### config.mk
export PLATFORM = sky130hd
export DESIGN_NAME = mc_datapath
export DESIGN_NICKNAME = d
export VERILOG_FILES = /design/src/rtl/mc_pkg.sv /design/src/rtl/mc_regfile.sv /design/src/rtl/mc_operand.sv /design/src/rtl/mc_alu.sv /design/src/rtl/mc_datapath.sv
export SDC_FILE = /design/constraint.sdc
export NUM_CORES = 2
export LEC_CHECK = 0
export ABC_AREA = 1
export BUFFER_PORTS_ARGS = -buffer_cell sky130_fd_sc_hd__buf_2
export CORE_MARGIN = 10
export CORE_UTILIZATION = 55
export CTS_CLUSTER_DIAMETER = 100
export DETAILED_ROUTE_END_ITERATION = 8
export GPL_ROUTABILITY_DRIVEN = 0
export PLACE_DENSITY = 0.71
export SETUP_SLACK_MARGIN = 0.15
export SLEW_MARGIN = 20
export SYNTH_ARGS = -nofsm -noshare
export SYNTH_HDL_FRONTEND = slang
export SYNTH_SLANG_ARGS = --single-unit
### constraint.sdc
create_clock -name clk -period 11.7 [get_ports clk]
set_input_delay 0.585 -clock clk [delete_from_list [all_inputs] [get_ports clk]]
set_output_delay 0.585 -clock clk [all_outputs]
set_load 0.01 [all_outputs]
### src/rtl/mc_pkg.sv
package mc_pkg;
   localparam int INSN_W = 32;
   localparam int OPC_W  = 6;
   localparam int RIDX_W = 5;
   localparam int IMM_W  = 16;

   localparam int OPC_LSB = 26;
   localparam int RS_LSB  = 21;
   localparam int RT_LSB  = 16;
   localparam int RD_LSB  = 11;

   typedef enum logic [2:0] {
      ALU_AND = 3'b000,
      ALU_OR  = 3'b001,
      ALU_ADD = 3'b010,
      ALU_SUB = 3'b110,
      ALU_SLT = 3'b111
   } alu_op_e;

   typedef enum logic [1:0] {
      OPB_REG   = 2'd0,
      OPB_FOUR  = 2'd1,
      OPB_IMM   = 2'd2,
      OPB_IMMSH = 2'd3
   } opb_sel_e;
endpackage

### src/rtl/mc_regfile.sv
module mc_regfile #(
   parameter int W    = 32,
   parameter int NREG = 32,
   localparam int AW  = $clog2(NREG)
) (
   input  logic          clk,
   input  logic          we,
   input  logic [AW-1:0] waddr,
   input  logic [W-1:0]  wdata,
   input  logic [AW-1:0] ra,
   input  logic [AW-1:0] rb,
   output logic [W-1:0]  da,
   output logic [W-1:0]  db
);
   if (NREG < 2) begin : g_chk_depth
      $error("mc_regfile: NREG must be at least 2");
   end
   if (NREG != (1 << AW)) begin : g_chk_pow2
      $error("mc_regfile: NREG must be a power of two");
   end

   // Entry 0 has no storage: it is a constant zero.
   logic [W-1:0] regs [1:NREG-1];

   for (genvar g = 1; g < NREG; g++) begin : g_entry
      always_ff @(posedge clk) begin
         if (we && (waddr == AW'(g))) regs[g] <= wdata;
      end
   end

   always_comb begin
      da = '0;
      db = '0;
      for (int i = 1; i < NREG; i++) begin
         if (ra == AW'(i)) da = regs[i];
         if (rb == AW'(i)) db = regs[i];
      end
   end

   // a write to a nonzero entry is visible on the next cycle.
   a_r9_write_lands: assert property (@(posedge clk)
      (we && waddr != '0 && ra == waddr) |=> (ra != $past(waddr)) || (da == $past(wdata)));
endmodule

### src/rtl/mc_operand.sv
module mc_operand
   import mc_pkg::*;
#(
   parameter int W = 32
) (
   input  logic [W-1:0]     pc,
   input  logic [W-1:0]     a_q,
   input  logic [W-1:0]     b_q,
   input  logic [IMM_W-1:0] imm,
   input  logic             a_sel,
   input  logic [1:0]       b_sel,
   output logic [W-1:0]     opa,
   output logic [W-1:0]     opb
);
   localparam int EXT_W = W - IMM_W;

   logic [W-1:0] imm_sx;
   logic [W-1:0] imm_sh;

   assign imm_sx = {{EXT_W{imm[IMM_W-1]}}, imm};
   assign imm_sh = {imm_sx[W-3:0], 2'b00};

   assign opa = a_sel ? a_q : pc;

   always_comb begin
      unique case (opb_sel_e'(b_sel))
         OPB_REG:   opb = b_q;
         OPB_FOUR:  opb = W'(4);
         OPB_IMM:   opb = imm_sx;
         OPB_IMMSH: opb = imm_sh;
         default:   opb = b_q;
      endcase
   end
endmodule

### src/rtl/mc_alu.sv
module mc_alu
   import mc_pkg::*;
#(
   parameter int W      = 32,
   parameter bit SLT_EN = 1'b1
) (
   input  logic [W-1:0] a,
   input  logic [W-1:0] b,
   input  logic [2:0]   op,
   output logic [W-1:0] y,
   output logic         zero
);
   logic [W-1:0] slt_val;

   if (SLT_EN) begin : g_slt
      assign slt_val = {{(W-1){1'b0}}, ($signed(a) < $signed(b))};
   end else begin : g_no_slt
      assign slt_val = '0;
   end

   always_comb begin
      case (op)
         ALU_AND: y = a & b;
         ALU_OR:  y = a | b;
         ALU_ADD: y = a + b;
         ALU_SUB: y = a - b;
         ALU_SLT: y = slt_val;
         default: y = '0;
      endcase
   end

   assign zero = (y == '0);
endmodule

### src/rtl/mc_datapath.sv
module mc_datapath
   import mc_pkg::*;
#(
   parameter int XLEN   = 32,
   parameter int NREG   = 32,
   parameter bit SLT_EN = 1'b1
) (
   input  logic            clk,
   input  logic            rst,
   input  logic            pc_we,
   input  logic            pc_sel,
   input  logic            ir_we,
   input  logic            addr_sel,
   input  logic            a_sel,
   input  logic [1:0]      b_sel,
   input  logic [2:0]      alu_op,
   input  logic            rf_we,
   input  logic            dst_sel,
   input  logic            wb_sel,
   input  logic [XLEN-1:0] mem_rdata,
   output logic [XLEN-1:0] mem_addr,
   output logic [XLEN-1:0] mem_wdata,
   output logic [OPC_W-1:0] opcode,
   output logic            zero
);
   localparam int AW = $clog2(NREG);

   if (XLEN != INSN_W) begin : g_chk_xlen
      $error("mc_datapath: XLEN must equal the instruction width");
   end
   if (AW != RIDX_W) begin : g_chk_nreg
      $error("mc_datapath: NREG must match the register field width");
   end

   logic [XLEN-1:0] pc, ir, mdr, a_q, b_q, alu_q;
   logic [XLEN-1:0] rf_da, rf_db, opa, opb, alu_y, pc_next, wb_data;
   logic [AW-1:0]   f_rs, f_rt, f_rd, waddr;
   logic [IMM_W-1:0] f_imm;

   assign opcode = ir[OPC_LSB +: OPC_W];
   assign f_rs   = ir[RS_LSB +: AW];
   assign f_rt   = ir[RT_LSB +: AW];
   assign f_rd   = ir[RD_LSB +: AW];
   assign f_imm  = ir[IMM_W-1:0];

   assign waddr   = dst_sel ? f_rd : f_rt;
   assign wb_data = wb_sel ? mdr : alu_q;

   mc_regfile #(.W(XLEN), .NREG(NREG)) u_rf (
      .clk   (clk),
      .we    (rf_we),
      .waddr (waddr),
      .wdata (wb_data),
      .ra    (f_rs),
      .rb    (f_rt),
      .da    (rf_da),
      .db    (rf_db)
   );

   mc_operand #(.W(XLEN)) u_opnd (
      .pc    (pc),
      .a_q   (a_q),
      .b_q   (b_q),
      .imm   (f_imm),
      .a_sel (a_sel),
      .b_sel (b_sel),
      .opa   (opa),
      .opb   (opb)
   );

   mc_alu #(.W(XLEN), .SLT_EN(SLT_EN)) u_alu (
      .a    (opa),
      .b    (opb),
      .op   (alu_op),
      .y    (alu_y),
      .zero (zero)
   );

   assign pc_next   = pc_sel ? alu_q : alu_y;
   assign mem_addr  = addr_sel ? alu_q : pc;
   assign mem_wdata = b_q;

   always_ff @(posedge clk) begin
      if (rst) begin
         pc    <= '0;
         ir    <= '0;
         mdr   <= '0;
         a_q   <= '0;
         b_q   <= '0;
         alu_q <= '0;
      end else begin
         if (pc_we) pc <= pc_next;
         if (ir_we) ir <= mem_rdata;
         mdr   <= mem_rdata;
         a_q   <= rf_da;
         b_q   <= rf_db;
         alu_q <= alu_y;
      end
   end

   // reset leaves the program counter at zero.
   a_r1_reset_pc: assert property (@(posedge clk) rst |=> (pc == '0));

   // the program counter is frozen while its enable is low.
   a_r8_pc_hold: assert property (@(posedge clk) disable iff (rst)
      !pc_we |=> $stable(pc));

   // on load, the program counter takes the selected source.
   a_r8_pc_load: assert property (@(posedge clk) disable iff (rst)
      (pc_we && !pc_sel) |=> (pc == $past(alu_y)));

   // the instruction register holds without its enable.
   a_r3_ir_hold: assert property (@(posedge clk) disable iff (rst)
      !ir_we |=> $stable(ir));

   // the memory data register follows the read data one cycle late.
   a_r7_mdr_follow: assert property (@(posedge clk) disable iff (rst)
      1'b1 |=> (mdr == $past(mem_rdata)));

   // subtracting equal operands raises the zero flag.
   a_r6_sub_eq_zero: assert property (@(posedge clk) disable iff (rst)
      (alu_op == ALU_SUB && opa == opb) |-> zero);
endmodule

==> impl_metrics.ini <==
[sta]
rsz0062_at_grt = no
finalHoldViolCount = 0
drv_slew = 0
tightest_slew_ns = 1.15
finalSetupViolations = 0
maxSlewHeadroom_pct = 23.3
period_share_pct = 51.9
fin_setup_tns_ns = 0
fmax_mhz = 165
clock-skew-final_ns = 0.0413
post-route-min-period_ns = 6.07

[cells_and_area]
layout.nets = 6882
syn_to_final_growth_pct = 11.0
fillers = 8565
drive_above_1_share_pct = 8.41
final_common_cell = nand2_1
mostFrequentLayoutCells = 1782 x nand2_1, 992 x edfxtp_1, 912 x nor2_1, 865 x inv_1, 477 x nand4_1

[placement]
hpwl_um = 128000
numPortBuffers = 117

[grt]
grt_max_degree = 85
antenna_found_initial = 5
grt.total_usage_pct = 32.8
grt-ovfl-total = 0
grt_first_pass_wirelength_um = 291000
first_global_vias = 46100

[route]
first_iter_violations = 7414
drc = 0
vias = 49600
firstDrtPassIters = 8
routed_wl_um = 200000
routedWlPerCell_um = 24.3
viasPerCell = 6.02
ant_nets = 0

[clock_tree]
clk_latency_ns = 0.75
cts_resized = 0
postCtsSetupBuffers = 0
cts_hold_buf = 0
cts_tree = done
clock-sinks = 1184
h-tree-depth = 3
path_clk_slew_ns = 0.06
numCtsBuffers = 118
cts-root-buf = clkbuf_16
clk_path_buf_depth = 3

[floorplan]
die_area_mm2 = 0.119
row_count = 119
die_y_um = 345
core_mm2 = 0.105
io_pins = 118
dieWidth_um = 345
start_util_pct = 55.3

[flow_run]
cap_violations = 0

[setup_path]
start_kind = input port
cp_slowest_cell = nor2_2
r2r-start = ir[20]
crit_fanout = 29
worst_setup_path_end_kind = primary output
crit_start = b_sel[1]
max_stage_delay_ns = 0.90
cp.required_ns = 11.12
worstPathArrival_ns = 5.48
path_common_cell = nand2_1
criticalPathCategory = input port to primary output

[synthesis]
synthXorXnorAreaFrac_pct = 0
synthMuxAreaShare_pct = 0
synth-simple-area-share_pct = 24.6
synth-edff-count = 992
yosysWarnings = 0
syn_area_mm2 = 0.0580
synthArstFlopShare_pct = 0
synth_top_family_by_area = simple AND/OR/NAND/NOR gates
syn_nets = 6826
synth_cells = 6681
synth-compound-area-share_pct = 7.35
ys_ff_latch = 1184
ys_seq_area_share_pct = 58.0
synth-main-ff-cell = edfxtp_1
synth_cell_types = 60
synth_area_per_cell_um2 = 8.68
yosys.area_share.adder_pct = 2.14

[min_path]
hp-class = input port to flop
hp-start = mem_rdata[28]

[power_and_ir_drop]
power_uw = 9900
p_per_area_mw_per_mm2 = 154
ir_drop_mv = 0.118
p_leak_uw = 0.0256

[outcome]
outcome = completed
[through the flow]
stage	hold WS, ns	setup WS (ns)	instances	area (um2)	util, %
after floorplan	0.445	7.28	6681	58000	-
after global placement	0.455	5.79	8008	60500	57.6
after detailed placement	0.459	5.83	8008	60500	57.6
after CTS	0.0414	5.83	8231	64400	61.3
after global routing	0.0700	5.22	8231	64400	61.3
final	0.0557	5.63	8232	64400	61.3
[registers in the layout (all words and copies together) (netlist names)]
name / cells
a_q: 32
pc: 32
alu_q: 32
mem_wdata: 32
mdr: 32
u_rf.regs: 992
ir: 32
[routing by layer]
metal	wire length, um	up-vias	GRT usage, %
li1	-	22200	-
met1	73400	23300	43.6
met2	87600	3476	49.3
met3	27800	606	8.61
met4	11000	8	16.7
met5	51	-	0
[path summary, 6_finish.rpt]
path | to | slack, ns | cells past startpoint
worst max-delay path | zero | 5.63 | 31
worst min-delay path | mdr[28] | 0.06 | 3
worst max register to register | mem_wdata[25] | 6.51 | 23
worst min register to register | pc[31] | 0.47 | 2
[final cells by class]
| class | instances | area, um2 | area share [%] |
|---|---|---|---|
| Clock buffer | 156 | 3320 | 5.16 |
| Tap cell | 1391 | 1740 | 2.70 |
| Multi-Input combinational cell | 4306 | 20300 | 31.5 |
| Sequential cell | 1184 | 33600 | 52.3 |
| Clock inverter | 67 | 561 | 0.871 |
| Timing Repair Buffer | 243 | 1530 | 2.38 |
| Inverter | 884 | 3320 | 5.16 |
| Antenna cell | 1 | 2.50 | 0.00389 |
[power by group]
group          switching (uW)  leakage, uW  internal [uW]
Clock                    1650      0.00191           2180
Sequential               72.9       0.0107           4690
Combinational             984       0.0130            322
[kinds of logic after synthesis]
kind of cell / count (synthesis)
compound gates: 806
simple gates: 3402
flops: 1184
buf+inv: 1191
fa+ha+maj: 98
[worst max-delay path: cells and delay by family]
kind                       cells  cell delay, ns
adders and majority gates      2            0.61
and+or+nand+nor               16            2.45
buffers and inverters          7            0.82
AOI/OAI and AO/OA              6            1.00
[synth_stat cells (8+ instances only)]
master     count  area, um2
o2111ai_1      8       70.1
nand2_1     1786       6700
nor2_1       972       3650
o21ai_0      378       1890
clkbuf_1     235        882
o21ai_1       20        100
ha_1          96       1200
inv_2         12       45.0
nand3_1       79        395
or2_2         13       81.3
nand4_1      477       2980
edfxtp_1     992      29800
nor3_1        33        165
buf_1          9       33.8
o22ai_1       14       87.6
inv_1        867       3250
nand2_2        9       56.3
a21oi_1      332       1660
buf_4         10       75.1
dfxtp_1      192       3840
buf_2         46        230
a221oi_1      12        105
Power figures use the tool's default switching activity.
